`config.mk`:
```
export PLATFORM = sky130hd
export DESIGN_NAME = sts_pin_ctrl
export DESIGN_NICKNAME = d
export VERILOG_FILES = /design/src/rtl/sts_pkg.sv /design/src/rtl/sts_cmd_decoder.sv /design/src/rtl/sts_mode_reg.sv /design/src/rtl/sts_pulse_timer.sv /design/src/rtl/sts_pin_ctrl.sv
export SDC_FILE = /design/constraint.sdc
export NUM_CORES = 1
export LEC_CHECK = 0
export ABC_AREA = 1
export BUFFER_PORTS_ARGS = -buffer_cell sky130_fd_sc_hd__buf_2
export CORE_AREA = 2 2 39 41
export CTS_BUF_LIST = sky130_fd_sc_hd__clkbuf_4
export DETAILED_ROUTE_END_ITERATION = 8
export DIE_AREA = 0 0 41 43
export HOLD_SLACK_MARGIN = 0.05
export PLACE_DENSITY = 0.65
export SLEW_MARGIN = 15
export SYNTH_ARGS = -nofsm -noshare
export SYNTH_HDL_FRONTEND = slang
export SYNTH_HIERARCHICAL = 1
export SYNTH_SLANG_ARGS = --single-unit
export TNS_END_PERCENT = 50
```
`constraint.sdc`:
```
create_clock -name clk -period 2.2 [get_ports clk]
set_input_delay 0.33 -clock clk [delete_from_list [all_inputs] [get_ports clk]]
set_output_delay 0.33 -clock clk [all_outputs]
set_load 0.01 [all_outputs]
```
`src/rtl/sts_pkg.sv`:
```
package sts_pkg;
  localparam logic [7:0] CFG_OPCODE = 8'hB8;

  typedef enum logic [1:0] {
    MODE_LEVEL = 2'b00,
    MODE_ERASE = 2'b01,
    MODE_PROG  = 2'b10,
    MODE_BOTH  = 2'b11
  } sts_mode_e;

  // Whether a completion starts a pulse under the given mode
  function automatic logic pulse_wanted(sts_mode_e mode, logic er_fin, logic pr_fin);
    case (mode)
      MODE_ERASE: pulse_wanted = er_fin;
      MODE_PROG:  pulse_wanted = pr_fin;
      MODE_BOTH:  pulse_wanted = er_fin | pr_fin;
      default:    pulse_wanted = 1'b0;
    endcase
  endfunction

  // Cycles needed to cover a time span, rounded up
  function automatic int unsigned span_cycles(int unsigned span_ns, int unsigned period_ns);
    span_cycles = (span_ns + period_ns - 1) / period_ns;
  endfunction
endpackage

```
`src/rtl/sts_cmd_decoder.sv`:
```
module sts_cmd_decoder
  import sts_pkg::*;
(
  input  logic       clk,
  input  logic       rst_n,
  input  logic       bus_wr,
  input  logic [7:0] bus_data,
  output logic       cfg_load,
  output sts_mode_e  cfg_code,
  output logic       armed
);
  typedef enum logic {DEC_IDLE = 1'b0, DEC_ARMED = 1'b1} dec_state_e;
  dec_state_e state_q, state_d;

  always_comb begin
    state_d = state_q;
    case (state_q)
      DEC_IDLE:  if (bus_wr && bus_data == CFG_OPCODE) state_d = DEC_ARMED;
      DEC_ARMED: if (bus_wr) state_d = DEC_IDLE;
      default:   state_d = DEC_IDLE;
    endcase
  end

  always_ff @(posedge clk or negedge rst_n)
    if (!rst_n) state_q <= DEC_IDLE;
    else        state_q <= state_d;

  assign armed    = (state_q == DEC_ARMED);
  assign cfg_load = armed && bus_wr;
  assign cfg_code = sts_mode_e'(bus_data[1:0]);

  a_r3_ignore_other: assert property (@(posedge clk) disable iff (!rst_n)
    (!armed && bus_wr && bus_data != CFG_OPCODE) |=> !armed);
  a_r11_consume_second: assert property (@(posedge clk) disable iff (!rst_n)
    (armed && bus_wr) |=> !armed);
endmodule

```
`src/rtl/sts_mode_reg.sv`:
```
module sts_mode_reg
  import sts_pkg::*;
(
  input  logic      clk,
  input  logic      rst_n,
  input  logic      load,
  input  sts_mode_e code,
  output sts_mode_e mode
);
  sts_mode_e mode_q;

  always_ff @(posedge clk or negedge rst_n)
    if (!rst_n)    mode_q <= MODE_LEVEL;
    else if (load) mode_q <= code;

  assign mode = mode_q;

  a_r2_store_code: assert property (@(posedge clk) disable iff (!rst_n)
    load |=> (mode == $past(code)));
  a_r2_hold_code: assert property (@(posedge clk) disable iff (!rst_n)
    !load |=> $stable(mode));
endmodule

```
`src/rtl/sts_pulse_timer.sv`:
```
module sts_pulse_timer #(
  parameter int unsigned PULSE_CYCLES = 25
) (
  input  logic clk,
  input  logic rst_n,
  input  logic start,
  input  logic cancel,
  output logic active
);
  localparam int unsigned CW = $clog2(PULSE_CYCLES + 1);
  localparam logic [CW-1:0] LOAD_VAL = CW'(PULSE_CYCLES);

  logic [CW-1:0] cnt_q;

  always_ff @(posedge clk or negedge rst_n)
    if (!rst_n)            cnt_q <= '0;
    else if (cancel)       cnt_q <= '0;
    else if (start)        cnt_q <= LOAD_VAL;
    else if (cnt_q != '0)  cnt_q <= cnt_q - 1'b1;

  assign active = (cnt_q != '0);

  initial a_r5_width_nonzero: assert (PULSE_CYCLES >= 1);

  a_r10_cancel_clears: assert property (@(posedge clk) disable iff (!rst_n)
    cancel |=> !active);
  a_r9_restart_full: assert property (@(posedge clk) disable iff (!rst_n)
    (start && !cancel) |=> (cnt_q == LOAD_VAL));
  a_r5_no_self_start: assert property (@(posedge clk) disable iff (!rst_n)
    (!active && !start) |=> !active);
endmodule

```
`src/rtl/sts_pin_ctrl.sv`:
```
module sts_pin_ctrl
  import sts_pkg::*;
#(
  parameter int unsigned PULSE_CYCLES = span_cycles(250, 10)
) (
  input  logic       clk,
  input  logic       rst_n,
  input  logic       bus_wr,
  input  logic [7:0] bus_data,
  input  logic       wsm_busy,
  input  logic       erase_done,
  input  logic       erase_queued,
  input  logic       prog_done,
  output logic       sts_n
);
  logic      cfg_load;
  sts_mode_e cfg_code;
  logic      dec_armed;
  sts_mode_e mode;
  logic      erase_final;
  logic      pulse_fire;
  logic      pulse_active;

  sts_cmd_decoder u_dec (
    .clk(clk), .rst_n(rst_n), .bus_wr(bus_wr), .bus_data(bus_data),
    .cfg_load(cfg_load), .cfg_code(cfg_code), .armed(dec_armed)
  );

  sts_mode_reg u_mode (
    .clk(clk), .rst_n(rst_n), .load(cfg_load), .code(cfg_code), .mode(mode)
  );

  // Only the last block of a queued erase counts as a completion
  assign erase_final = erase_done && !erase_queued;
  assign pulse_fire  = pulse_wanted(mode, erase_final, prog_done);

  sts_pulse_timer #(.PULSE_CYCLES(PULSE_CYCLES)) u_timer (
    .clk(clk), .rst_n(rst_n), .start(pulse_fire), .cancel(cfg_load),
    .active(pulse_active)
  );

  assign sts_n = (mode == MODE_LEVEL) ? !wsm_busy : !pulse_active;

  a_r8_queued_silent: assert property (@(posedge clk) disable iff (!rst_n)
    (mode == MODE_ERASE && erase_done && erase_queued && !pulse_active && !cfg_load)
      |=> sts_n);
  a_r6_erase_ignored: assert property (@(posedge clk) disable iff (!rst_n)
    (mode == MODE_PROG && !prog_done && !pulse_active && !cfg_load) |=> sts_n);
  a_r7_either_fires: assert property (@(posedge clk) disable iff (!rst_n)
    (mode == MODE_BOTH && (prog_done || erase_final) && !cfg_load) |=> !sts_n);
  a_r1_armed_idle_reset: assert property (@(posedge clk) disable iff (!rst_n)
    $rose(dec_armed) |-> $past(bus_wr));
endmodule

```
==> flow_summary.yaml, run 1 <==
layout:
  seq_area_um2: 200.2
  area_delta_synth_final_pct: 21.63
  final_common_cell: "nand2_1"
  antenna_cells: 0
  fin_cells: 110
  fin_nets: 112
  num-fill-cells: 139
  final_layout_size_suffix_gt1_share_pct: 26.60
  layout_common_cells: "nand2_1, inv_1, buf_2"
  multi_input_area_um2: 245.2
  finish.utilization_pct: 45.75
placement:
  hpwl_um: 778.6
  pre_cts_ws_ps: 713.6
  globalplace.congestion: 0.7227
  portBuffers: 15
  dp.cells: 106
timing:
  worst-slew-pin-transition_ps: 255.8
  hold_viol_final: 0
  fmax_mhz: 567.6
  skew_ps: 8.717
  maxSlewViolCount: 0
  period_minus_slack_ps: 1762
  tns_ps: 0
  final-setup-viol-count: 0
  rsz0062_at_grt: "false"
  post-route-period-util_pct: 80.08
  slew_headroom_pct: 82.93
  setup_ws_ps: 438.3
route:
  ant_nets: 0
  drtIter0Drc: 10
  wl_um: 1000
  dr.pass1.iters: 4
  viasPerCell: 4.555
  drc_errors: 0
  detailroute.via_count: 501
  wl_per_cell_um: 9.091
cts:
  cts_buffer_depth: 2
  cts.clk_slew.worst_paths_ps: 60
  cts_root_buf: "clkbuf_4"
  numClockSinks: 8
  numCtsBuffers: 3
  cts_tree: "yes"
  post-cts-setup-buffers: 0
  insertion_delay_ps: 260
  htreeDepth: 1
logic_synthesis:
  ys_ff_latch: 8
  syn-num-nets: 93
  syn-cell-area_um2: 520.5
  syn_area_per_cell_um2: 6.760
  yosys-top-cells-area: "dfrtp_1, nand2_1, inv_1"
  synth_top_area_cell: "dfrtp_1"
  synth_cells: 77
  yosys_warnings: 6
  synth_seq_area_share_pct: 38.46
  ys_types: 17
  yosysTopAreaCellShare_pct: 38.46
job:
  drv_cap: 0
floorplanning:
  rows: 14
  dieArea_um2: 1763
  initial_core_util_pct: 37.61
  die_h_um: 43
  die_width_um: 41
  coreArea_um2: 1384
  io-pin-count: 16
critical_path:
  cp_slowest_cell: "dfrtp_1"
  critPathCaptureType: "primary output"
  cp_cell_sequence: "inv_1 > ha_1 > nand3_2 > inv_1 > o21ai_1 > nand2_1 > buf_2"
  cpPeakStageDelay_ps: 390
  cp_data_required_time_ps: 1870
  startpoint_type: "flop"
  worstPathMaxFanout: 5
  worst-setup-path-type: "flop to primary output"
  cp.arrival_ps: 1430
  critical_path.most_common_cell: "inv_1"
power_and_ir_drop:
  power_mw: 0.5795
  peakVddDrop_uv: 395.5
  powerDensity_nw_per_um2: 915.4
  cellLeakagePower_nw: 0.3878
hold_path:
  hp-class: "primary input to flop"
grt:
  grt_max_degree: 9
  track_usage_pct: 14.08
  antenna_found_initial: 0
  grt_pass1_wl_um: 1628
  grt-ovfl-total: 0
  grt_pass1_vias: 453
run_status:
  status: "completed"
==> layer usage <==
| layer | up-vias | global-route usage (%) | wire length (um) |
|---|---|---|---|
| met5 | - | 0 | 0 |
| met1 | 222 | 15.56 | 434 |
| met3 | 0 | 9.424 | 67 |
| li1 | 264 | - | - |
| met2 | 15 | 22.19 | 499 |
| met4 | 0 | 2.000 | 0 |
==> kinds of logic (layout without fill, tap and decap cells) <==
logic type | Yosys count | after routing | synth area share, %
adders and majority gates | 1 | 1 | 2.403
buffers and inverters | 18 | 35 | 14.42
AOI/OAI and AO/OA | 5 | 5 | 5.527
DFF | 8 | 8 | 38.46
and+or+nand+nor | 45 | 45 | 39.18
==> cell usage after synthesis <==
cell type  instances
nand3_2            1
nand2_2            1
o21ai_1            1
nand3_1            3
buf_4              2
o21ai_2            1
nor2_1             9
a21oi_1            3
or2_2              1
nor2_2             2
nor2_4             1
dfrtp_1            8
inv_1             16
ha_1               1
nand4_1            2
nand2_1           24
or2_0              1
==> sequential cells by signal, summed over array words and instances (netlist names) <==
name	count
u_timer/cnt_q	5
u_mode/mode	2
u_dec/armed	1
==> critical path, delay by kind of cell, from the launching register on <==
family / cells / cell delay, ps
flops: 1 / 390
buf+inv: 3 / 290
fa+ha+maj: 1 / 240
simple gates: 2 / 190
compound gates: 1 / 50
==> what timing repair did <==
| item | 4_1_cts | 5_1_grt |
|---|---|---|
| resized for setup | 0 | 0 |
| endpoints found under the setup margin | 0 | 0 |
| hold buffers | 1 | 0 |
| hold endpoints to repair | 8 | 0 |
==> power breakdown <==
| group | total [mW] | internal (mW) | switching, mW |
|---|---|---|---|
| registers | 0.238 | 0.199 | 0.0387 |
| clock network | 0.115 | 0.0626 | 0.0528 |
| logic | 0.226 | 0.0962 | 0.130 |
| total | 0.580 | 0.358 | 0.222 |
==> area by class of cell <==
cell class                      count  area share, %
Clock buffer                        3          3.557
Inverter                           16          9.486
Multi-Input combinational cell     51          38.74
Sequential cell                     8          31.62
Tap cell                           16          3.162
Timing Repair Buffer               16          13.44
==> metrics by stage <==
step	area [um2]	hold WS, ps
final	633.1	292.5
after detailed placement	600.6	187.0
after global routing	633.1	304.0
after CTS	633.1	284.9
after floorplan	520.5	34.41
after global placement	600.6	184.4
==> path summary, 6_finish.rpt <==
kind | startpoint | cells after the start | slack (ps) | endpoint
worst min register to register | u_timer/cnt_q[0] | 2 | 500 | u_timer/cnt_q[0]
max in group asynchronous | rst_n | 2 | 1580 | u_mode/mode[0]
worst max register to register | u_timer/cnt_q[0] | 5 | 990 | u_timer/cnt_q[2]
worst max-delay path | u_timer/cnt_q[0] | 7 | 440 | sts_n
min in group asynchronous | rst_n | 2 | 440 | u_timer/cnt_q[3]
worst min-delay path | bus_data[1] | 3 | 290 | u_mode/mode[1]
(Power assumes the default switching activity.)
==> inputs of run 2 (changes only) <==
Settings changed: ABC_AREA 1 to 0, PLACE_DENSITY 0.65 to 0.62.
Clock period 2.2 ns to 1.5 ns, I/O delays scaled along.
==> run 2 against run 1 <==
The flow now finishes with violations (negative setup slack); setup slack worse by 780 ps; cell count is 25% lower; routed wire length is 5.3% lower; combinational power grew to 2.6 times the previous value; final area is 6.5% higher; largest power group is now combinational logic; hold slack worse by 120 ps; critical path depth is 2 lower; area after synthesis is 12% lower; global-route usage is 1.0 points lower; non-clock buffer count is 9 higher.
==> flow_summary.yaml, run 2 <==
run_status:
  status: "finished with violations"
  failed_checks: "negative setup slack"
logic_synthesis:
  synth_top_area_cell: "dfrtp_1"
  ys_ff_latch: 8
  yosys-top-cells-area: "dfrtp_1, mux2_2, o41ai_2"
  yosysTopAreaCellShare_pct: 43.48
  syn-cell-area_um2: 460.4
  ys_types: 25
  synth.most_common_cell: "dfrtp_1"
  yosys_warnings: 6
  synth_cells: 42
  synth-edff-count: 0
  ys.flop_type: "dfrtp_1"
  syn_area_per_cell_um2: 10.96
  yosys-top-cells-count: "dfrtp_1, a21oi_1, inv_1"
  syn-num-nets: 58
  synth_seq_area_share_pct: 43.48
  async_reset_ff_share_pct: 100.0
layout:
  finish.utilization_pct: 48.73
  area_delta_synth_final_pct: 46.47
  num-fill-cells: 124
  layout_common_cells: "buf_2, dfrtp_1, buf_4"
  largest_reg_flops: 5
  design_area_um2: 674.4
  final_common_cell: "buf_2"
  fin_nets: 85
  antenna_cells: 0
  final_layout_size_suffix_gt1_share_pct: 58.21
  largest-register: "u_timer/cnt_q"
critical_path:
  cp.arrival_ps: 1620
  worstPathMaxFanout: 2
  r2r-start: "u_timer/cnt_q[1]"
  reg2regPathDepth: 8
  cp_data_required_time_ps: 1270
  worst-r2r-setup-slack_ps: -260
  worst-setup-path-type: "flop to primary output"
  startpoint_type: "flop"
  critPathCaptureType: "primary output"
  r2r-end: "u_timer/cnt_q[2]"
timing:
  tns_ps: -1288
  fmax_mhz: 541.6
  period_minus_slack_ps: 1846
  final-setup-viol-count: 5
  hold_viol_final: 0
  setup_ws_ps: -346.3
  post-route-period-util_pct: 123.1
  slew_headroom_pct: 85.07
  rsz0062_at_grt: "true"
  worst-slew-pin-transition_ps: 221.6
  maxSlewViolCount: 0
  skew_ps: 1.603
grt:
  grt_pass1_vias: 385
  track_usage_pct: 13.08
  grt_max_degree: 9
  grt_pass1_wl_um: 1531
  antenna_found_initial: 0
  grt-ovfl-total: 0
cts:
  cts_buffer_depth: 2
  insertion_delay_ps: 250
  numClockSinks: 8
  numCtsBuffers: 3
  cts.clk_slew.worst_paths_ps: 60
  htreeDepth: 1
  cts_tree: "yes"
  cts_root_buf: "clkbuf_4"
route:
  drc_errors: 0
  drtIter0Drc: 4
  wl_um: 947
  dr.pass1.iters: 4
  viasPerCell: 4.928
  detailroute.via_count: 409
  wl_per_cell_um: 11.41
  ant_nets: 0
floorplanning:
  initial_core_util_pct: 33.27
  die_h_um: 43
  io-pin-count: 16
  dieArea_um2: 1763
  die_width_um: 41
  rows: 14
  coreArea_um2: 1384
power_and_ir_drop:
  powerDensity_nw_per_um2: 1621
  peakVddDrop_uv: 712.1
  cellLeakagePower_nw: 0.3166
hold_path:
  worstHoldStart: "bus_data[1]"
  hold_path_depth: 2
  hp-class: "primary input to flop"
  whs_endpoint: "u_dec/armed"
placement:
  dpl_cell_area_um2: 609.3
  hpwl_um: 716.2
  pre_cts_ws_ps: -117.0
  portBuffers: 15
  globalplace.congestion: 0.6646
job:
  drv_cap: 0
==> run 2: cell types whose count changed after synthesis, sizes merged, moves of 4 or more <==
cell	change
inv	-13
nand2	-23
nand3	-4
nor2	-10
==> run 2: worst max-delay path by stage <==
| stage | depth (start not counted) | end | startpoint | slack (ps) |
|---|---|---|---|---|
| 4_1_cts | 5 | sts_n | u_timer/cnt_q[0] | -340 |
| 6_report | 5 | sts_n | u_timer/cnt_q[1] | -350 |
| 3_5_place_dp | 5 | sts_n | u_timer/cnt_q[1] | -120 |
| 5_1_grt | 5 | sts_n | u_timer/cnt_q[0] | -410 |
| 3_3_place_gp | 5 | sts_n | u_timer/cnt_q[1] | -100 |
| 2_1_floorplan | 5 | sts_n | u_timer/cnt_q[0] | -100 |
==> run 2: cells by family (layout without fill, tap and decap cells) <==
family | Yosys count | count (layout) | share of synthesized area, %
muxes | 3 | 3 | 7.065
DFF | 8 | 8 | 43.48
adders and majority gates | 1 | 1 | 2.717
buffers and inverters | 6 | 31 | 8.151
AOI/OAI and AO/OA | 10 | 10 | 16.85
xor gates and xnor gates | 1 | 1 | 1.903
and+or+nand+nor | 13 | 13 | 19.84
==> run 2: layout make-up <==
class / count / area, um2 / area share [%]
clock buffer: 3 / 22.52 / 3.340
inverter: 3 / 11.26 / 1.670
multi-input combinational: 28 / 264.0 / 39.15
sequential: 8 / 200.2 / 29.68
tap: 16 / 20.02 / 2.968
timing repair buffer: 25 / 156.4 / 23.19
==> run 2: per-layer routing <==
layer | vias to the layer above | track usage, % | part of all wire, %
met5 | - | 0 | 0
met4 | 0 | 6.000 | 0.53
met3 | 2 | 4.712 | 5.0
met2 | 11 | 18.44 | 48
met1 | 194 | 17.28 | 46
li1 | 202 | - | -
==> run 2: timing repair <==
action | in CTS | in global routing
pin swaps | 1 | 2
hold buffers | 1 | 0
endpoints found under the hold margin | 8 | 0
gates resized for setup | 0 | 5
endpoints found under the setup margin | 5 | 5
buffers inserted | 1 | 1
==> run 2: power by group <==
part | internal, mW | leakage, nW | switching [mW]
Sequential | 0.289 | 0.102 | 0.0397
Combinational | 0.369 | 0.200 | 0.228
Clock | 0.0918 | 0.0138 | 0.0757
==> run 2: worst max-delay path: stages, from the launching register on <==
cell	delay, ps
dfrtp_1	380
inv_2	50
ha_2	170
or4b_4	490
mux2i_4	140
buf_2	140
==> run 2: metrics by stage <==
step                      power (mW)  hold WS, ps  cells
after floorplan               0.6891       -70.59     42
after global placement        0.8505        78.83     77
after detailed placement      0.8494        81.87     77
after CTS                      1.034        175.4     82
after global routing           1.160        179.6     83
final                          1.093        175.3     83
==> inputs of run 3 (changes only) <==
Settings changed: PLACE_DENSITY 0.62 to 0.59, SYNTH_HIERARCHICAL 1 to unset.
==> run 3 against run 2 <==
The run still ends with negative setup slack left; hold slack improved by 51 ps; first-iteration DRC count increased by 50%; sequential cell count unchanged; register-to-register slack improved by 180 ps; routed wire length decreased by 9.0%; combinational power decreased by 21%; clock skew about the same; clock power decreased by 5%; critical path type unchanged.
==> flow_summary.yaml, run 3 <==
timing:
  rsz0062_at_grt: "true"
  final-setup-viol-count: 3
  fmax_mhz: 549.1
  period_minus_slack_ps: 1821
  slew_headroom_pct: 73.79
  post-route-period-util_pct: 121.4
  tns_ps: -469.6
  hold_viol_final: 0
  skew_ps: 1.993
  maxSlewViolCount: 0
  whs_ps: 226.2
  setup_ws_ps: -321.2
  worst-slew-pin-transition_ps: 393.2
layout:
  largest-register: "u_timer.cnt_q"
  fin_cells: 82
  final_layout_size_suffix_gt1_share_pct: 46.97
  seq_area_um2: 200.2
  multi_input_area_um2: 222.7
  fin_nets: 84
  largest_reg_flops: 5
  num-fill-cells: 140
  antenna_cells: 0
  design_area_um2: 628.1
  layout_common_cells: "buf_2, dfrtp_1, buf_4"
  finish.utilization_pct: 45.39
  final_common_cell: "buf_2"
  area_delta_synth_final_pct: 45.93
logic_synthesis:
  syn-cell-area_um2: 430.4
  syn_area_per_cell_um2: 10.50
  synth.most_common_cell: "dfrtp_1"
  synthSimpleGateAreaFrac_pct: 17.73
  synth_fa_ha_area_share_pct: 2.907
  ys_ff_latch: 8
  synth.area.mux_share_pct: 9.884
  synth_xor_area_share_pct: 2.035
  synth-edff-count: 0
  async_reset_ff_share_pct: 100.0
  synth_compound_area_share_pct: 15.70
  ys_types: 24
  synth_top_family_by_area: "simple AND/OR/NAND/NOR gates"
  synth_top_area_cell: "dfrtp_1"
  yosys-top-cells-area: "dfrtp_1, mux2_2, mux2i_1"
  synth_cells: 41
  synth_seq_area_share_pct: 46.51
  yosysTopAreaCellShare_pct: 46.51
  yosys-top-cells-count: "dfrtp_1, inv_1"
  yosys_warnings: 0
  ys.flop_type: "dfrtp_1"
  syn-num-nets: 57
cts:
  cts_buffer_depth: 2
  numClockSinks: 8
  htreeDepth: 1
  cts_root_buf: "clkbuf_4"
  insertion_delay_ps: 250
  cts_tree: "yes"
  cts.clk_slew.worst_paths_ps: 50
  numCtsBuffers: 3
floorplanning:
  coreArea_um2: 1384
  initial_core_util_pct: 31.10
  die_width_um: 41
  io-pin-count: 16
  dieArea_um2: 1763
  die_h_um: 43
  rows: 14
grt:
  grt_pass1_wl_um: 1442
  grt_pass1_vias: 390
  track_usage_pct: 12.63
  grt_max_degree: 9
  grt-ovfl-total: 0
  antenna_found_initial: 0
critical_path:
  worstPathMaxFanout: 2
  cp.arrival_ps: 1600
  cp_data_required_time_ps: 1270
  critPathCaptureType: "primary output"
  worst-setup-path-type: "flop to primary output"
  startpoint_type: "flop"
power_and_ir_drop:
  powerDensity_nw_per_um2: 1541
  peakVddDrop_uv: 614.7
  power_mw: 0.9677
  cellLeakagePower_nw: 0.3095
route:
  wl_um: 862
  drc_errors: 0
  detailroute.via_count: 401
  viasPerCell: 4.890
  dr.pass1.iters: 4
  ant_nets: 0
  wl_per_cell_um: 10.51
  drtIter0Drc: 6
run_status:
  failed_checks: "negative setup slack"
  status: "finished with violations"
placement:
  dp.cells: 76
  hpwl_um: 709.8
  globalplace.congestion: 0.6828
  pre_cts_ws_ps: -120.8
  dpl_cell_area_um2: 574.3
  portBuffers: 15
job:
  drv_cap: 0
hold_path:
  hp-class: "primary input to flop"
[run 3: cell count changes in the layout (fill, tap and decap cells not counted), moves of 2 or more]
cell	previous run	this run
inv_1	2	5
nor3_1	0	2
o21ai_0	2	0
o31ai_1	0	2
or2b_1	2	0
[run 3: layout make-up]
type                       count  area share (%)
multi-input combinational     27           35.46
timing repair buffer          23           22.91
inverter                       5           2.988
tap                           16           3.187
clock buffer                   3           3.586
sequential                     8           31.87
[run 3: cell families after synthesis]
group,count (synthesis)
flip-flops,8
adder cells (fa/ha/maj),1
XOR/XNOR,1
AO/OA/AOI/OAI,9
multiplexers,4
buffers and inverters,6
AND/OR/NAND/NOR,12
[run 3: path summary, 6_finish.rpt]
| check | end | slack (ps) | cells after the start | from |
|---|---|---|---|---|
| setup / recovery | sts_n | -320 | 5 | u_timer.cnt_q[1] |
| hold / removal | u_mode.mode[0] | 230 | 2 | bus_data[0] |
| setup reg to reg | u_timer.cnt_q[0] | -80 | 6 | u_timer.cnt_q[1] |
| hold reg to reg | u_mode.mode[0] | 540 | 1 | u_mode.mode[0] |
| max in group asynchronous | u_timer.cnt_q[0] | 990 | 2 | rst_n |
| min in group asynchronous | u_mode.mode[1] | 340 | 2 | rst_n |
[run 3: critical path, cell delays in order (launching register included)]
cell,delay [ps]
dfrtp_1,370
inv_1,60
ha_2,170
or4b_4,480
mux2i_4,160
buf_6,120
[run 3: per-layer routing]
metal  up-vias  global-route usage, %  wire length (um)
li1        199                      -                 -
met1       187                  14.81               376
met2        15                  19.38               443
met3         0                  1.571                42
met4         0                  10.00                 0
met5         -                      0                 0
[run 3: power breakdown]
part | switching (mW) | internal (mW) | leakage [nW] | total, mW
Clock | 0.0677 | 0.0912 | 0.0138 | 0.159
Combinational | 0.191 | 0.284 | 0.194 | 0.474
Sequential | 0.0430 | 0.292 | 0.102 | 0.335
Total | 0.301 | 0.666 | 0.310 | 0.968
[run 3: timing repair]
item,4_1_cts,5_1_grt
endpoints found under the hold margin,8,0
setup endpoints to repair,3,3
hold buffers,1,0
resized for setup,1,0
buffers inserted,1,1
pin swaps,1,1
